[config.mk]
export PLATFORM = sky130hd
export DESIGN_NAME = pin_pattern_watch
export DESIGN_NICKNAME = d
export VERILOG_FILES = /design/src/rtl/ppw_pkg.sv /design/src/rtl/ppw_sync.sv /design/src/rtl/ppw_regs.sv /design/src/rtl/ppw_compare.sv /design/src/rtl/pin_pattern_watch.sv
export SDC_FILE = /design/constraint.sdc
export NUM_CORES = 1
export LEC_CHECK = 0
export CAP_MARGIN = 15
export CORE_ASPECT_RATIO = 0.75
export CORE_UTILIZATION = 50
export CTS_BUF_LIST = sky130_fd_sc_hd__clkbuf_4
export DETAILED_ROUTE_END_ITERATION = 10
export PLACE_DENSITY = 0.78
export SLEW_MARGIN = 25
export SYNTH_ARGS = -nofsm -noshare
export SYNTH_HDL_FRONTEND = slang
export SYNTH_SLANG_ARGS = --single-unit
[constraint.sdc]
create_clock -name clk -period 2.2 [get_ports clk]
set_input_delay 0.22 -clock clk [delete_from_list [all_inputs] [get_ports clk]]
set_output_delay 0.22 -clock clk [all_outputs]
set_load 0.005 [all_outputs]
[src/rtl/ppw_pkg.sv]
// Shared defaults and address helpers for the pin pattern watcher.
// Assumes each port uses two consecutive addresses (expected level, then
// select), and that the flag register follows the last port.
package ppw_pkg;
    localparam int unsigned PPW_PORTS_DEF  = 4;
    localparam int unsigned PPW_WIDTH_DEF  = 8;
    localparam int unsigned PPW_ADDR_W_DEF = 8;
    localparam int unsigned PPW_BASE_DEF   = 241; // 0xF1
    localparam int unsigned PPW_SYNC_DEF   = 2;
    localparam int unsigned PPW_CLR_BIT    = 0;

    // Address of the expected-level register for one port.
    function automatic int unsigned ppw_level_addr(int unsigned base, int unsigned port);
        return base + 2 * port;
    endfunction

    // Address of the select register for one port.
    function automatic int unsigned ppw_select_addr(int unsigned base, int unsigned port);
        return base + 2 * port + 1;
    endfunction

    // Address of the flag register, placed after the last port.
    function automatic int unsigned ppw_flag_addr(int unsigned base, int unsigned ports);
        return base + 2 * ports;
    endfunction
endpackage

[src/rtl/ppw_sync.sv]
// Multi-stage synchroniser for a vector of asynchronous pad levels.
// Assumes each bit is independent; no cross-bit coherence is required.
module ppw_sync #(
    parameter int unsigned WIDTH  = 32,
    parameter int unsigned STAGES = 2
) (
    input  logic             clk,
    input  logic             rst_n,
    input  logic [WIDTH-1:0] d_i,
    output logic [WIDTH-1:0] q_o
);
    logic [STAGES-1:0][WIDTH-1:0] stage_q;

    generate
        if (STAGES == 1) begin : g_one
            // Single stage: capture the pad levels.
            always_ff @(posedge clk) begin
                if (!rst_n) stage_q <= '0;
                else        stage_q[0] <= d_i;
            end
        end else begin : g_chain
            // Shift the pad levels through the stage chain.
            always_ff @(posedge clk) begin
                if (!rst_n) stage_q <= '0;
                else        stage_q <= {stage_q[STAGES-2:0], d_i};
            end
        end
    endgenerate

    assign q_o = stage_q[STAGES-1];
endmodule

[src/rtl/ppw_regs.sv]
// Register file: an expected-level and a select register per port, and the
// decode of the flag register. Reads are combinational from the address.
// Assumes a single-cycle write strobe, and that unmapped addresses read zero.
module ppw_regs
    import ppw_pkg::*;
#(
    parameter int unsigned NUM_PORTS = PPW_PORTS_DEF,
    parameter int unsigned PORT_W    = PPW_WIDTH_DEF,
    parameter int unsigned ADDR_W    = PPW_ADDR_W_DEF,
    parameter int unsigned BASE      = PPW_BASE_DEF
) (
    input  logic                              clk,
    input  logic                              rst_n,
    input  logic [ADDR_W-1:0]                 addr_i,
    input  logic                              we_i,
    input  logic [PORT_W-1:0]                 wdata_i,
    input  logic                              flag_i,
    output logic [PORT_W-1:0]                 rdata_o,
    output logic [NUM_PORTS-1:0][PORT_W-1:0]  level_o,
    output logic [NUM_PORTS-1:0][PORT_W-1:0]  select_o,
    output logic                              flag_clr_o
);
    localparam logic [ADDR_W-1:0] FLAG_ADDR = ADDR_W'(ppw_flag_addr(BASE, NUM_PORTS));

    logic [NUM_PORTS-1:0][PORT_W-1:0] level_q;
    logic [NUM_PORTS-1:0][PORT_W-1:0] select_q;

    generate
        for (genvar p = 0; p < NUM_PORTS; p++) begin : g_port
            localparam logic [ADDR_W-1:0] LVL_ADDR = ADDR_W'(ppw_level_addr(BASE, p));
            localparam logic [ADDR_W-1:0] SEL_ADDR = ADDR_W'(ppw_select_addr(BASE, p));

            // Expected-level register: resets to all pins expected high.
            always_ff @(posedge clk) begin
                if (!rst_n)                            level_q[p] <= '1;
                else if (we_i && addr_i == LVL_ADDR)   level_q[p] <= wdata_i;
            end

            // Select register: resets to all pins ignored.
            always_ff @(posedge clk) begin
                if (!rst_n)                            select_q[p] <= '0;
                else if (we_i && addr_i == SEL_ADDR)   select_q[p] <= wdata_i;
            end

            AST_SELECT_WRITE: assert property (@(posedge clk) disable iff (!rst_n)
                (we_i && addr_i == SEL_ADDR) |=> (select_q[p] == $past(wdata_i)));
            AST_LEVEL_WRITE: assert property (@(posedge clk) disable iff (!rst_n)
                (we_i && addr_i == LVL_ADDR) |=> (level_q[p] == $past(wdata_i)));
        end
    endgenerate

    // Read mux: return the register selected by the address, zero otherwise.
    always_comb begin
        rdata_o = '0;
        for (int p = 0; p < NUM_PORTS; p++) begin
            if (addr_i == ADDR_W'(ppw_level_addr(BASE, p)))  rdata_o = level_q[p];
            if (addr_i == ADDR_W'(ppw_select_addr(BASE, p))) rdata_o = select_q[p];
        end
        if (addr_i == FLAG_ADDR) rdata_o = PORT_W'(flag_i);
    end

    assign level_o    = level_q;
    assign select_o   = select_q;
    assign flag_clr_o = we_i && (addr_i == FLAG_ADDR) && wdata_i[PPW_CLR_BIT];
endmodule

[src/rtl/ppw_compare.sv]
// Per-port masked comparison combined into one level.
// Assumes the pins are already synchronised to clk. The result is combinational.
module ppw_compare #(
    parameter int unsigned NUM_PORTS = 4,
    parameter int unsigned PORT_W    = 8
) (
    input  logic [NUM_PORTS-1:0][PORT_W-1:0] pins_i,
    input  logic [NUM_PORTS-1:0][PORT_W-1:0] level_i,
    input  logic [NUM_PORTS-1:0][PORT_W-1:0] select_i,
    output logic                             any_o
);
    logic [NUM_PORTS-1:0] port_diff;

    generate
        for (genvar p = 0; p < NUM_PORTS; p++) begin : g_cmp
            // A port differs when any selected pin departs from its expected level.
            assign port_diff[p] = (pins_i[p] & select_i[p]) != (level_i[p] & select_i[p]);
        end
    endgenerate

    assign any_o = |port_diff;
endmodule

[src/rtl/pin_pattern_watch.sv]
// Top of the pin pattern watcher. Synchronises the pads, compares them with
// the stored patterns, registers the combined mismatch, and keeps a sticky
// flag. Assumes a synchronous active-low reset, and that the flag clear
// loses to a new rising mismatch at the same edge.
module pin_pattern_watch
    import ppw_pkg::*;
#(
    parameter int unsigned NUM_PORTS   = PPW_PORTS_DEF,
    parameter int unsigned PORT_W      = PPW_WIDTH_DEF,
    parameter int unsigned ADDR_W      = PPW_ADDR_W_DEF,
    parameter int unsigned BASE        = PPW_BASE_DEF,
    parameter int unsigned SYNC_STAGES = PPW_SYNC_DEF,
    parameter bit          USE_FLAG    = 1'b1
) (
    input  logic                          clk,
    input  logic                          rst_n,
    input  logic [NUM_PORTS*PORT_W-1:0]   pins_i,
    input  logic [ADDR_W-1:0]             reg_addr_i,
    input  logic                          reg_we_i,
    input  logic [PORT_W-1:0]             reg_wdata_i,
    output logic [PORT_W-1:0]             reg_rdata_o,
    output logic                          mismatch_o,
    output logic                          wake_o,
    output logic                          irq_o
);
    localparam int unsigned PIN_W = NUM_PORTS * PORT_W;

    logic [PIN_W-1:0]                 pins_sync;
    logic [NUM_PORTS-1:0][PORT_W-1:0] level_w;
    logic [NUM_PORTS-1:0][PORT_W-1:0] select_w;
    logic                             differ_now;
    logic                             mismatch_q;
    logic                             flag_q;
    logic                             flag_clr;
    logic                             rise_now;

    ppw_sync #(.WIDTH(PIN_W), .STAGES(SYNC_STAGES)) u_sync (
        .clk   (clk),
        .rst_n (rst_n),
        .d_i   (pins_i),
        .q_o   (pins_sync)
    );

    ppw_regs #(.NUM_PORTS(NUM_PORTS), .PORT_W(PORT_W), .ADDR_W(ADDR_W), .BASE(BASE)) u_regs (
        .clk        (clk),
        .rst_n      (rst_n),
        .addr_i     (reg_addr_i),
        .we_i       (reg_we_i),
        .wdata_i    (reg_wdata_i),
        .flag_i     (flag_q),
        .rdata_o    (reg_rdata_o),
        .level_o    (level_w),
        .select_o   (select_w),
        .flag_clr_o (flag_clr)
    );

    ppw_compare #(.NUM_PORTS(NUM_PORTS), .PORT_W(PORT_W)) u_cmp (
        .pins_i   (pins_sync),
        .level_i  (level_w),
        .select_i (select_w),
        .any_o    (differ_now)
    );

    // Register the combined mismatch level.
    always_ff @(posedge clk) begin
        if (!rst_n) mismatch_q <= 1'b0;
        else        mismatch_q <= differ_now;
    end

    assign rise_now = differ_now && !mismatch_q;

    generate
        if (USE_FLAG) begin : g_flag
            // Sticky flag: set on a rising mismatch, which wins over a clear.
            always_ff @(posedge clk) begin
                if (!rst_n)        flag_q <= 1'b0;
                else if (rise_now) flag_q <= 1'b1;
                else if (flag_clr) flag_q <= 1'b0;
            end

            AST_FLAG_ON_RISE: assert property (@(posedge clk) disable iff (!rst_n)
                $rose(mismatch_o) |-> flag_q);
            AST_FLAG_ONLY_ON_RISE: assert property (@(posedge clk) disable iff (!rst_n)
                $rose(flag_q) |-> $rose(mismatch_o));
            AST_FLAG_HOLDS: assert property (@(posedge clk) disable iff (!rst_n)
                (flag_q && !flag_clr) |=> flag_q);
            AST_FLAG_CLEARS: assert property (@(posedge clk) disable iff (!rst_n)
                (flag_clr && !rise_now) |=> !flag_q);
        end else begin : g_noflag
            assign flag_q = 1'b0;
        end
    endgenerate

    AST_UNSELECTED_QUIET: assert property (@(posedge clk) disable iff (!rst_n)
        $past(select_w == '0) |-> !mismatch_o);

    assign mismatch_o = mismatch_q;
    assign wake_o     = mismatch_q;
    assign irq_o      = flag_q;
endmodule

==> results.cfg <==
[route]
ant_nets = 0
finalWirelength_mm = 12.9
route.detailed.drc = 0
post_drt_wl_per_cell_um = 16.7
drtPass1Iterations = 6
viasPerCell = 5.36
dr_total_vias = 4132
drt_iter0_markers = 503

[clock_tree]
h-tree-depth = 4
numCtsBuffers = 17
cts_root_buf = clkbuf_4
clock-sinks = 130
clk_pin_slew_ns = 0.11
cts_tree = built
clk_latency_ns = 0.54
cts_buffer_depth = 2

[critical_path]
rr_worst_depth = 5
cp_top_family = buffers and inverters
slowest_delay_ns = 0.27
required_ns = 1.98
crit_slowest_cell = dlygate4sd2_1
r2r-end = irq_o$_SDFFE_PN0P_
path_class = in2out
cp-start-kind = input pin
endpoint_kind = output pin
cp_cell_sequence = dlygate4sd2_1 > nand4_4 > buf_6 > nor3b_4 > buf_4 > and2_4 > buf_4 > a21oi_1 > a21oi_1 > dlygate4sd2_1
rrSetupSlack_ns = 0.30
r2r-start = u_regs.level_o[26]$_SDFFE_PN1P_
crit_arrival_ns = 1.89
crit_buf_inv = 5
cp_max_fo = 5

[global_route]
grt_pass1_wl_mm = 20.8
grt_overflow = 0
grt_max_degree = 132
antenna_found_initial = 0
track_usage_pct = 24.9
grt_pass1_vias = 4029

[synth]
synth_edf_count = 0
ys_ff_latch = 130
synth_area_per_cell_um2 = 9.96
yosysSeqAreaShare_pct = 48.5
async_flop_share_pct = 0
synth_ff_type = dfxtp_1
ys_warn_count = 0
syn-num-nets = 590
syn_area_um2 = 5370
synth_cell_types = 42
synth_cells = 539

[power]
power-per-cell-area_nw_per_um2 = 683
p_leak_nw = 2.90
power.total_mw = 4.54
max-vdd-ir-drop_mv = 0.600

[die]
die_height_um = 91.7
die-area_um2 = 11200
dieWidth_um = 122
core_um2 = 10400
start_util_pct = 51.8
ios = 62
num_rows = 32

[place]
numPlacedInstances = 729
gp_congestion = 0.889
hpwlAfterDp_mm = 8.84
numPortBuffers = 61

[worst_hold_path]
min_from = rst_n
hold_path.class = in2reg
min_delay_path_depth = 3
whs_endpoint = u_regs.level_o[10]$_SDFFE_PN1P_

[timing]
fin_crit_sh_pct = 96.0
worstMarginPinSlew_ns = 0.566
finalSetupViolCount = 0
rsz0062_at_grt = false
maxSlewHeadroom_pct = 61.9
drv_slew = 0
max_clock_freq_ghz = 0.474
finalHoldViolations = 0
fin_crit_ns = 2.11
setup_tns_ns = 0
fin_skew_ns = 0.0107

[final_layout]
fillers = 848
regArea_um2 = 2620
area_growth_pct = 24.0
nets = 674
insertedDiodeCount = 0
multi_input_area_um2 = 2630
drive_gt1_share_pct = 17.2
finalNonFillerCells = 771

[run]
max-cap-violations = 0

[run_status]
status = finished clean
==> flip-flops by register name (all words and copies together), names as in the netlist <==
register,cells
u_sync.q_o,32
irq_o,1
u_sync.stage_q,32
mismatch_o,1
u_regs.level_o,32
u_regs.select_o,32
==> layout make-up <==
cell class	instances	share of cell area (%)
Timing Repair Buffer	102	13.7
Clock buffer	17	1.92
Inverter	4	0.226
Tap cell	136	2.56
Sequential cell	130	39.3
Multi-Input combinational cell	368	39.5
Clock inverter	14	2.86
==> synth_stat cells (all sizes together), types with 4 or more instances <==
library cell,n,area share (%)
dfxtp,130,48
and2,65,7.6
mux2i,59,11
nand2,53,3.7
xor2,32,5.2
nor2b,28,3.3
clkbuf,27,1.9
a21oi,21,2.0
a22oi,17,2.4
nor2,17,1.2
nand3,14,2.1
buf,10,0.96
a21boi,8,1.1
nand4,8,1.6
o22ai,8,0.93
mux2,6,1.3
nand2b,5,0.58
o21ai,5,0.47
inv,4,0.28
o221ai,4,0.65
==> through the flow <==
step           hold WS, ns  setup slack (ns)  cell area (µm²)  utilization (%)
6_report             0.117            0.0889             6660             64.2
3_3_place_gp         0.414            -0.391             6230             60.1
3_5_place_dp         0.417            -0.414             6230             60.1
2_1_floorplan        0.342             0.611             5370                -
4_1_cts              0.145           0.00489             6640             64.0
5_1_grt              0.150            0.0158             6660             64.2
==> layout by cell type, fill, tap and decap left out, types with 3 or more instances in the layout <==
cell type	instances
o21ai_0	4
o221ai_1	4
a21oi_1	19
nand3_1	10
nand3_4	3
clkinv_4	4
a22oi_1	16
clkbuf_4	17
and2_1	64
o22ai_1	8
nand4_1	5
a21boi_0	8
buf_6	4
mux2i_1	59
buf_4	36
clkinvlp_4	3
nand2b_1	5
inv_1	4
nor2_1	17
mux2_2	6
nor2b_1	27
bufinv_16	4
dfxtp_1	120
clkdlybuf4s50_1	44
dlygate4sd2_1	13
dfxtp_2	10
xor2_1	32
nand2_1	53
==> tightest hold or removal path, cell delays in order <==
cell and delay [ns]:
buf_2 0.11, buf_12 0.19, nand2_1 0.09
==> how the worst max path moves through the flow <==
stage                     end  cells past startpoint                      startpoint
6_report       reg_rdata_o[3]                     10                   reg_addr_i[5]
3_5_place_dp   reg_rdata_o[5]                      7                   reg_addr_i[5]
2_1_floorplan  reg_rdata_o[1]                      6                   reg_addr_i[5]
4_1_cts        reg_rdata_o[0]                      6  u_regs.level_o[8]$_SDFFE_PN1P_
5_1_grt        reg_rdata_o[5]                     10                   reg_addr_i[5]
3_3_place_gp   reg_rdata_o[1]                      7                   reg_addr_i[5]
==> report_power, final <==
part	internal (mW)	switching [mW]	total, mW
Combinational	0.182	0.159	0.341
Clock	0.891	0.880	1.77
Sequential	2.41	0.0216	2.43
==> kinds of logic (layout without fill, tap and decap cells) <==
logic type / Yosys count / after routing / share of synthesized area [%]
and+or+nand+nor: 199 / 199 / 21.7
DFF: 130 / 130 / 48.5
AOI/OAI and AO/OA: 71 / 71 / 8.76
muxes: 66 / 66 / 12.7
buffers and inverters: 41 / 137 / 3.12
xor gates and xnor gates: 32 / 32 / 5.22
==> per-layer routing <==
metal  up-vias  share of wire, %  GRT usage (%)
li1       2007                 -              -
met1      1922                44           32.4
met4         0               2.5           10.2
met3        30               8.1           8.02
met2       173                45           38.0
met5         -                 0              0
==> repair_timing <==
| action | 4_1_cts | 5_1_grt |
|---|---|---|
| buffers inserted | 9 | 2 |
| hold buffers | 0 | 0 |
| resized for setup | 39 | 7 |
| pin swaps | 10 | 5 |
| setup endpoints to repair | 8 | 5 |
Note: power is estimated with default switching activity, not from simulation.
